===== src/rtl/avgp_pkg.sv =====
package avgp_pkg;

    typedef enum logic [0:0] {
        ST_IDLE  = 1'b0,
        ST_ACCUM = 1'b1
    } state_t;

    // Number of levels needed to pad a width up to a power of two
    function automatic int pad_levels(input int width);
        return (width > 1) ? $clog2(width) : 0;
    endfunction

endpackage


===== src/rtl/avg_pool_sorter_sort.sv =====
// Bitonic sorter on single bits, descending: element 0 is the largest.
module avg_pool_sorter_sort #(
    parameter int W = 4
) (
    input  logic [W-1:0] din,
    output logic [W-1:0] dout
);
    localparam int LG = avgp_pkg::pad_levels(W);
    localparam int P  = 1 << LG;
    localparam int NS = LG * (LG + 1) / 2;

    logic [NS:0][P-1:0] st;

    assign st[0] = P'(din);

    for (genvar a = 1; a <= LG; a++) begin : g_blk
        for (genvar b = a; b >= 1; b--) begin : g_stp
            localparam int S = a * (a - 1) / 2 + (a - b);
            localparam int K = 1 << a;
            localparam int J = 1 << (b - 1);
            for (genvar i = 0; i < P; i++) begin : g_el
                localparam int  L        = i ^ J;
                localparam bit  DESC     = ((i & K) == 0);
                localparam bit  TAKE_MAX = (DESC == (i < L));
                if (TAKE_MAX) begin : g_max
                    assign st[S+1][i] = st[S][i] | st[S][L];
                end else begin : g_min
                    assign st[S+1][i] = st[S][i] & st[S][L];
                end
            end
        end
    end

    assign dout = st[NS][W-1:0];

endmodule


===== src/rtl/avg_pool_sorter_merge.sv =====
// Merges two descending W-bit vectors into one descending 2W-bit vector.
module avg_pool_sorter_merge #(
    parameter int W = 4
) (
    input  logic [W-1:0]   a_desc,
    input  logic [W-1:0]   b_desc,
    output logic [2*W-1:0] m_desc
);
    localparam int LG = avgp_pkg::pad_levels(W);
    localparam int P  = 1 << LG;
    localparam int Q  = 2 * P;

    logic [LG+1:0][Q-1:0] st;

    // Upper half: a as is (descending). Lower half: b reversed (ascending).
    for (genvar i = 0; i < P; i++) begin : g_load
        if (i < W) begin : g_a
            assign st[0][i] = a_desc[i];
        end else begin : g_apad
            assign st[0][i] = 1'b0;
        end
        if ((P - 1 - i) < W) begin : g_b
            assign st[0][P+i] = b_desc[P-1-i];
        end else begin : g_bpad
            assign st[0][P+i] = 1'b0;
        end
    end

    for (genvar t = 0; t <= LG; t++) begin : g_half
        localparam int J = P >> t;
        for (genvar i = 0; i < Q; i++) begin : g_el
            localparam int L = i ^ J;
            if (i < L) begin : g_max
                assign st[t+1][i] = st[t][i] | st[t][L];
            end else begin : g_min
                assign st[t+1][i] = st[t][i] & st[t][L];
            end
        end
    end

    assign m_desc = st[LG+1][2*W-1:0];

endmodule


===== src/rtl/avg_pool_sorter.sv =====
module avg_pool_sorter #(
    parameter int M = 4
) (
    input  logic         clk,
    input  logic         rst_n,
    input  logic         start,
    input  logic         in_valid,
    input  logic [M-1:0] in_col,
    output logic         out_bit,
    output logic         out_valid
);
    import avgp_pkg::*;

    state_t         state_q;
    state_t         state_d;
    logic [M-1:0]   fb_q;
    logic [M-1:0]   fb_d;
    logic [M-1:0]   fb_eff;
    logic [M-1:0]   col_sorted;
    logic [2*M-1:0] merged;
    logic           accept;
    logic           pay;

    // Feedback seen by this column: empty when a stream is (re)opened
    assign fb_eff = start ? '0 : fb_q;

    avg_pool_sorter_sort #(.W(M)) u_sort (
        .din  (in_col),
        .dout (col_sorted)
    );

    avg_pool_sorter_merge #(.W(M)) u_merge (
        .a_desc (col_sorted),
        .b_desc (fb_eff),
        .m_desc (merged)
    );

    // M-th largest merged bit: at least M ones are held
    assign pay = merged[M-1];

    // State register
    always_ff @(posedge clk) begin
        if (!rst_n) begin
            state_q <= ST_IDLE;
        end else begin
            state_q <= state_d;
        end
    end

    // Next state
    always_comb begin
        state_d = state_q;
        unique case (state_q)
            ST_IDLE:  state_d = start ? ST_ACCUM : ST_IDLE;
            ST_ACCUM: state_d = ST_ACCUM;
            default:  state_d = ST_IDLE;
        endcase
    end

    // Outputs and feedback selection
    always_comb begin
        accept    = 1'b0;
        fb_d      = fb_q;
        unique case (state_q)
            ST_IDLE:  accept = in_valid && start;
            ST_ACCUM: accept = in_valid;
            default:  accept = 1'b0;
        endcase
        out_valid = accept;
        out_bit   = accept & pay;
        if (accept) begin
            fb_d = pay ? merged[2*M-1:M] : merged[M-1:0];
        end else if (start) begin
            fb_d = '0;
        end
    end

    always_ff @(posedge clk) begin
        if (!rst_n) begin
            fb_q <= '0;
        end else begin
            fb_q <= fb_d;
        end
    end

endmodule


===== config.mk =====
export PLATFORM = sky130hd
export DESIGN_NAME = avg_pool_sorter
export DESIGN_NICKNAME = d
export VERILOG_FILES = /design/src/rtl/avgp_pkg.sv /design/src/rtl/avg_pool_sorter_sort.sv /design/src/rtl/avg_pool_sorter_merge.sv /design/src/rtl/avg_pool_sorter.sv
export SDC_FILE = /design/constraint.sdc
export NUM_CORES = 1
export LEC_CHECK = 0
export ABC_CLOCK_PERIOD_IN_PS = 1800
export CAP_MARGIN = 15
export CELL_PAD_IN_SITES_DETAIL_PLACEMENT = 1
export CELL_PAD_IN_SITES_GLOBAL_PLACEMENT = 2
export CORE_MARGIN = 2
export CORE_UTILIZATION = 26
export DETAILED_ROUTE_END_ITERATION = 6
export HOLD_SLACK_MARGIN = 0.03
export MAX_ROUTING_LAYER = met4
export PLACE_DENSITY = 0.77
export SYNTH_ARGS = -nofsm -noshare
export SYNTH_HDL_FRONTEND = slang
export SYNTH_SLANG_ARGS = --single-unit

===== constraint.sdc =====
create_clock -name clk -period 1.8 [get_ports clk]
set_input_delay 0.36 -clock clk [delete_from_list [all_inputs] [get_ports clk]]
set_output_delay 0.36 -clock clk [all_outputs]
set_load 0.005 [all_outputs]

==> results of run 1 <==
==> cell usage after synthesis (2+ instances only) <==
| master | number |
|---|---|
| nand3_1 | 2 |
| a31oi_1 | 2 |
| dfxtp_1 | 5 |
| a211oi_1 | 2 |
| nor4_1 | 2 |
| nor2b_1 | 4 |
| nand2_1 | 4 |
| o21ai_0 | 4 |
| nor3_1 | 2 |
| o21a_1 | 2 |
| nor2_1 | 2 |
| a21oi_1 | 5 |
==> critical path, cell delays in order <==
cell    delay (ns)
buf_2         0.12
or2_1         0.26
nor4_1        0.40
or3_4         0.23
nor4_4        0.04
buf_2         0.14
==> cells by family after synthesis <==
family	share of synthesized area
simple gates	0.366
compound gates	0.355
flops	0.233
buf+inv	0.0203
fa+ha+maj	0.0262
==> sequential cells by signal, indices dropped and copies added, names as in the netlist <==
| signal | cells |
|---|---|
| fb_q | 4 |
| state_q | 1 |
==> metrics by stage <==
stage               TNS, ns  hold WS (ns)  utilization  total power, mW  worst slack [ns]
global placement      -2.87         0.447        0.450            0.252            -0.935
floorplan                 0         0.430            -            0.180             0.179
detailed placement    -3.00         0.457        0.450            0.254            -0.944
global route         -0.193         0.491        0.487            0.412            -0.155
finish               -0.107         0.478        0.487            0.388            -0.107
CTS                  -0.159         0.485        0.471            0.390            -0.159
==> final cells by class <==
type | count | share of cell area
well taps | 16 | 0.0270
flip-flops and latches | 5 | 0.137
repair buffers | 33 | 0.337
multi-input cells | 46 | 0.459
clock buffers | 4 | 0.0354
inverters | 1 | 0.00506
==> worst min path at each step <==
| stage | startpoint | endpoint | slack [ns] | cells after the start |
|---|---|---|---|---|
| CTS | state_q$_SDFF_PN0_ | state_q$_SDFF_PN0_ | 0.49 | 1 |
| global route | state_q$_SDFF_PN0_ | state_q$_SDFF_PN0_ | 0.49 | 1 |
| floorplan | state_q$_SDFF_PN0_ | state_q$_SDFF_PN0_ | 0.43 | 1 |
| detailed placement | state_q$_SDFF_PN0_ | state_q$_SDFF_PN0_ | 0.46 | 1 |
| finish | state_q$_SDFF_PN0_ | state_q$_SDFF_PN0_ | 0.48 | 1 |
| global placement | state_q$_SDFF_PN0_ | state_q$_SDFF_PN0_ | 0.45 | 1 |
==> per-layer routing <==
metal,vias up,track usage
met4,0,0.158
met1,241,0.200
met3,7,0
li1,280,-
met5,-,-
met2,16,0.310
==> timing repair <==
item / 4_1_cts / 5_1_grt
setup buffers: 2 / 2
setup endpoints to repair: 5 / 2
hold endpoints to repair: 0 / 0
pin swaps: 6 / 3
gates resized for setup: 28 / 2
==> where the power goes <==
part / switching, mW / internal [mW]
Sequential: 0.00352 / 0.118
Clock: 0.0466 / 0.0838
Combinational: 0.0624 / 0.0737
==> flow_summary.ini, run 1 <==
[setup_path]
cp-start-kind = input port
worstPathMaxFanout = 4
r2r_cells = 7
r2r-end = fb_q[2]$_SDFF_PN0_
startpoint = in_col[1]
r2r_slack_ns = 0.19
reg2reg_from = fb_q[3]$_SDFF_PN0_
worst_setup_path_endpoint = out_bit
crit_arrival_ns = 1.55
end_kind = output port
setup.worst_path.class = input port to output port
worst-endpoint-required_ns = 1.44

[clock_network]
clock-root-buffer = clkbuf_4
cts_htree_levels = 1
clock_latency_ns = 0.25
clk_pin_slew_worst_paths_ns = 0.04
cts.sinks = 5
ctsHoldBuffers = 0
cts_tree = yes
numCtsBuffers = 3
clk_path_buf_depth = 2

[route]
routed_via_density = 5.18
drc = 0
top_layer_used = met4
drtIter0Drc = 2
drt_wl_total_mm = 1.50
dr.pass1.iters = 3
wl_per_cell_um = 14.3
num_vias = 544
postRouteAntennaNets = 0
wl_met3_um = 31
met1_length_um = 647
wl_met2_um = 741

[grt]
antenna_found_initial = 0
grt_pass1_vias = 588
grt_max_degree = 8
grt_pass1_wl_mm = 2.50
grt-ovfl-total = 0
grt.total_usage = 0.185

[cells_and_area]
final_cell_mix = buf_4 (22), a21oi_1 (5), buf_2 (5)
final_area_sq_um = 742
drive_gt1_frac = 0.483
n_antenna_cell = 0
fin_cells = 105
seq_area_sq_um = 101
area_delta_synth_final_pct = 72.4
multiInputGateArea_sq_um = 340
fin_nets = 98
fill_cells = 196
layout_commonest_cell = buf_4

[synth]
yosysSeqAreaShare = 0.233
synth_ff_type = dfxtp_1
synth_edf_count = 0
syn_area_sq_um = 430
yosysWarningCount = 0
synth_top_cell_by_area = dfxtp_1
synth_area_leaders = dfxtp_1 (23%), a2111oi_4 (6.4%), a21oi_1 (5.8%), nor2b_1 (5.8%), nor4_4 (4.9%)
ys_ff_latch = 5
synthCells = 53
synth_top_area_frac = 0.233
syn-num-nets = 61
synth_cell_types = 29
synth.avg_cell_area_sq_um = 8.12
synthArstFlopShare = 0

[timing]
setup_violations = 1
skew_ns = 0.00313
worst_pin_slew_ns = 0.431
grt_setup_unrepaired = yes
finalCritPeriodShare = 1.06
fin_crit_ns = 1.91
maxSlewHeadroom = 0.710
setup_slack_ns = -0.107
final_hold_viol_count = 0
slew_viol_final = 0
timing.fmax_ghz = 0.524

[power_and_ir_drop]
power_leakage_nw = 0.309
ir_drop_uv = 378
power_density_mw_per_mm2 = 523

[outcome]
violations = setup timing
status = finished with violations

[place]
portBuffers = 9
hpwl_mm = 1.19
gp_congestion = 0.820
postPlaceCellArea_sq_um = 686
placed_cells = 97

[hold_path]
hold_path_class = register to register

[floorplanning]
num_rows = 14
die_w_um = 44.7
dieArea_sq_mm = 0.00200
initial_core_util = 0.282
core_sq_mm = 0.00152
boundaryPins = 10
dieHeight_um = 44.7

[job]
maxCapViolCount = 0
No activity file was read; power rests on OpenSTA's default activity.
==> inputs of run 2 (changes only) <==
Settings changed: ABC_CLOCK_PERIOD_IN_PS 1800 to 2350, CORE_UTILIZATION 26 to 28, PLACE_DENSITY 0.77 to 0.75.
Clock period 1.8 ns to 2.35 ns, I/O delays scaled along.
==> run 2 against run 1 <==
Net effect: the run now ends clean; hold slack improved by 0.010 ns; first-iteration DRC count unchanged; worst setup slack improved by 0.20 ns; die area decreased by 6.5%; critical path depth unchanged; sequential power decreased by 23%; sequential share of layout area decreased by 0.17 points; combinational power decreased by 26%; power decreased by 22%; clock power decreased by 18%; clock skew increased by 0.0040 ns; critical path type unchanged; critical endpoint unchanged; largest cell class unchanged.
==> flow_summary.ini, run 2 (synthesized netlist as in run 1, its figures left out) <==
[outcome]
status = completed

[floorplanning]
dieArea_sq_mm = 0.00187
dieHeight_um = 43.2
initial_core_util = 0.293
num_rows = 14
boundaryPins = 10
die_w_um = 43.2
core_sq_mm = 0.00147

[place]
gp_congestion = 0.739
placed_cells = 98
postPlaceCellArea_sq_um = 693
preCtsSetupSlack_ns = -0.627
hpwl_mm = 1.14
portBuffers = 9

[setup_path]
crit_arrival_ns = 1.79
cp_cell_sequence = dlygate4sd2_1, nor2b_2, nor3_1, or3_4, nor4_4, buf_2
worst-endpoint-required_ns = 1.88
end_kind = output port
worstPathMaxFanout = 4
setup.worst_path.class = input port to output port
cp_slowest_cell = or3_4
critPathBufInv = 2
cpPeakStageDelay_ns = 0.40
crit_family = simple AND/OR/NAND/NOR gates
cp-start-kind = input port

[cells_and_area]
multiInputGateArea_sq_um = 337
layout_commonest_cell = buf_4
final_area_sq_um = 742
n_antenna_cell = 0
fin_nets = 97
drive_gt1_frac = 0.443
final_cell_mix = buf_4 (23), a21oi_1 (5), dfxtp_1 (5), nand2_1 (4), o21ai_0 (4)
top_register = fb_q
fin_cells = 104
largest_reg_flops = 4
seq_area_sq_um = 100
reg.largest.list = fb_q: 4 flops, state_q: 1 flops
area_delta_synth_final_pct = 72.4
final_util = 0.504
fill_cells = 188

[timing]
finalCritPeriodShare = 0.961
fin_crit_ns = 2.26
final_hold_viol_count = 0
maxSlewHeadroom = 0.748
setup_violations = 0
skew_ns = 0.00712
worst_pin_slew_ns = 0.376
slew_viol_final = 0
setup_slack_ns = 0.0926
grt_setup_unrepaired = no
holdWs_ns = 0.488
timing.fmax_ghz = 0.443

[grt]
grt_pass1_wl_mm = 2.48
grt_pass1_vias = 571
grt_max_degree = 7
antenna_found_initial = 0
grt-ovfl-total = 0
grt.total_usage = 0.185

[route]
drc = 0
drtIter0Drc = 2
wl_per_cell_um = 14.0
drt_wl_total_mm = 1.46
routed_via_density = 5.13
dr.pass1.iters = 4
postRouteAntennaNets = 0
num_vias = 534

[clock_network]
clk_pin_slew_worst_paths_ns = 0.04
numCtsBuffers = 3
clock-root-buffer = clkbuf_4
cts_htree_levels = 1
cts.sinks = 5
cts_tree = yes
clock_latency_ns = 0.26
clk_path_buf_depth = 2

[power_and_ir_drop]
pwr-share-seq = 0.312
clkPwrFrac = 0.355
p_comb_frac = 0.333
swShare = 0.301
ir_drop_uv = 257
p_int_mw = 0.210
power_leakage_nw = 0.301
power_density_mw_per_mm2 = 406
p_sw_mw = 0.0906

[hold_path]
hold_path_class = register to register

[job]
maxCapViolCount = 0
run 2: power by group through the flow:
stage | clock [mW] | combinational, mW | sequential, mW
4_1_cts | 0.110 | 0.100 | 0.0935
3_5_place_dp | 0 | 0.0989 | 0.0951
2_1_floorplan | 0 | 0.0438 | 0.0941
3_3_place_gp | 0 | 0.0983 | 0.0947
6_report | 0.107 | 0.100 | 0.0939
5_1_grt | 0.113 | 0.110 | 0.0943
run 2: area by class of cell:
cell class | count | share of cell area
Multi-Input combinational cell | 46 | 0.454
Tap cell | 16 | 0.0270
Clock buffer | 4 | 0.0354
Inverter | 1 | 0.00506
Timing Repair Buffer | 32 | 0.344
Sequential cell | 5 | 0.135
run 2: routing by layer:
| layer | global-route usage | part of all wire | up-vias |
|---|---|---|---|
| met3 | 0.0213 | 0.038 | 2 |
| met5 | - | 0 | - |
| met2 | 0.328 | 0.51 | 11 |
| li1 | - | - | 278 |
| met4 | 0.0909 | 0.018 | 0 |
| met1 | 0.201 | 0.43 | 243 |
run 2: final timing paths:
| path | from | end | slack [ns] | cells past startpoint |
|---|---|---|---|---|
| max | start | out_bit | 0.09 | 6 |
| min | state_q$_SDFF_PN0_ | state_q$_SDFF_PN0_ | 0.49 | 1 |
| max reg2reg | fb_q[2]$_SDFF_PN0_ | fb_q[0]$_SDFF_PN0_ | 0.68 | 7 |
| min reg2reg | state_q$_SDFF_PN0_ | state_q$_SDFF_PN0_ | 0.49 | 1 |
run 2: repair_timing:
item | in CTS | in global routing
setup buffers | 2 | 0
pin swaps | 4 | 1
gates resized for setup | 15 | 1
gates cloned | 0 | 0
hold buffers | 0 | 0
setup endpoints to repair | 2 | 2
run 2: stage by stage:
step	setup TNS (ns)	total power, mW
after detailed placement	-1.16	0.194
after global routing	0	0.317
after floorplan	0	0.138
final	0	0.301
after CTS	0	0.304
after global placement	-1.09	0.193
==> inputs of run 3 (changes only) <==
Settings changed: ABC_CLOCK_PERIOD_IN_PS 2350 to 2700, CTS_CLUSTER_DIAMETER set to 200.
Clock period 2.35 ns to 2.7 ns, I/O delays scaled along.
==> run 3 against run 2 <==
Net effect: combinational power is 15% lower; register-to-register slack better by 0.35 ns; critical endpoint unchanged; non-clock buffer count shrank 3; largest cell class unchanged; cell area down 4.6%; final cell count decreased by 2.9%; largest power group unchanged.
==> flow_summary.ini, run 3 (synthesized netlist as in run 1, its figures left out) <==
[floorplanning]
core_sq_mm = 0.00147
num_rows = 14
dieArea_sq_mm = 0.00187
initial_core_util = 0.293
dieHeight_um = 43.2
die_w_um = 43.2
boundaryPins = 10

[setup_path]
setup.worst_path.class = input port to output port
worst-endpoint-required_ns = 2.16
crit_arrival_ns = 2.06
worstPathMaxFanout = 4
r2r_cells = 6
cp-start-kind = input port
end_kind = output port

[grt]
grt_pass1_wl_mm = 2.53
grt_pass1_vias = 578
grt-ovfl-total = 0
grt_max_degree = 7
grt.total_usage = 0.183
antenna_found_initial = 0

[cells_and_area]
reg.largest.list = fb_q: 4 flops, state_q: 1 flops
final_cell_mix = buf_4 (20), a21oi_1 (5), dfxtp_1 (5), dlygate4sd2_1 (5)
fin_nets = 94
layout_commonest_cell = buf_4
final_util = 0.481
fin_cells = 101
drive_gt1_frac = 0.365
top_register = fb_q
n_antenna_cell = 0
area_delta_synth_final_pct = 64.5
largest_reg_flops = 4
fill_cells = 194

[route]
postRouteAntennaNets = 0
dr.pass1.iters = 2
num_vias = 542
drt_wl_total_mm = 1.46
drc = 0
wl_per_cell_um = 14.4
drtIter0Drc = 5
routed_via_density = 5.37

[power_and_ir_drop]
power_leakage_nw = 0.286
power_density_mw_per_mm2 = 355
ir_drop_uv = 406

[timing]
finalCritPeriodShare = 0.963
maxSlewHeadroom = 0.740
grt_setup_unrepaired = no
holdWs_ns = 0.458
final_hold_viol_count = 0
skew_ns = 0.000131
finalSetupTns_ns = 0
setup_violations = 0
fin_crit_ns = 2.60
setup_slack_ns = 0.0998
slew_viol_final = 0
worst_pin_slew_ns = 0.388
timing.fmax_ghz = 0.385

[clock_network]
clock-root-buffer = clkbuf_4
clk_pin_slew_worst_paths_ns = 0.04
cts_tree = yes
cts.sinks = 5
numCtsBuffers = 3
clock_latency_ns = 0.24
cts_htree_levels = 1
clk_path_buf_depth = 2

[place]
portBuffers = 9
preCtsSetupSlack_ns = -0.412
hpwl_mm = 1.20
gp_congestion = 0.747
placed_cells = 95

[hold_path]
hold_path_class = register to register
holdPathStages = 1

[outcome]
status = completed

[job]
maxCapViolCount = 0
run 3: cell count changes in the layout (fill, tap and decap cells not counted), sizes merged:
cell | before | now
clkdlybuf4s15 | 2 | 0
dlygate4sd2 | 3 | 5
buf | 24 | 20
clkdlybuf4s50 | 3 | 4
run 3: final timing paths:
kind	from	endpoint	slack, ns
worst max-delay path	in_col[3]	out_bit	0.1
worst min-delay path	state_q$_SDFF_PN0_	state_q$_SDFF_PN0_	0.46
worst max register to register	fb_q[3]$_SDFF_PN0_	fb_q[2]$_SDFF_PN0_	1.03
worst min register to register	state_q$_SDFF_PN0_	state_q$_SDFF_PN0_	0.46
run 3: critical path: stages:
cell	delay, ns
clkdlybuf4s50_1	0.53
nor3_1	0.08
or3_4	0.40
nor4_4	0.24
dlygate4sd2_1	0.27
run 3: metal layers:
metal  GRT usage  routed length, um
met1       0.214                656
met2       0.337                758
met4           0                  0
met3      0.0383                 40
met5           -                  0
run 3: what timing repair did:
item                       CTS  global route
gates resized for setup      6             0
setup endpoints to repair    1             0
buffers inserted             2             0
hold buffers                 0             0
run 3: area by class of cell:
type | instances | area (sq um) | area share
Multi-Input combinational cell | 46 | 324 | 0.458
Tap cell | 16 | 20.0 | 0.0283
Timing Repair Buffer | 29 | 234 | 0.330
Sequential cell | 5 | 100 | 0.141
Inverter | 1 | 3.75 | 0.00530
Clock buffer | 4 | 26.3 | 0.0371
run 3: where the power goes:
| part | switching (mW) | internal (mW) |
|---|---|---|
| combinational | 0.0385 | 0.0462 |
| clock | 0.0295 | 0.0558 |
| sequential | 0.00315 | 0.0785 |
run 3: stage by stage:
stage | power [mW] | cell area (sq um)
after floorplan | 0.120 | 430
after global placement | 0.166 | 671
after detailed placement | 0.168 | 671
after CTS | 0.255 | 708
after global routing | 0.268 | 708
final | 0.252 | 708
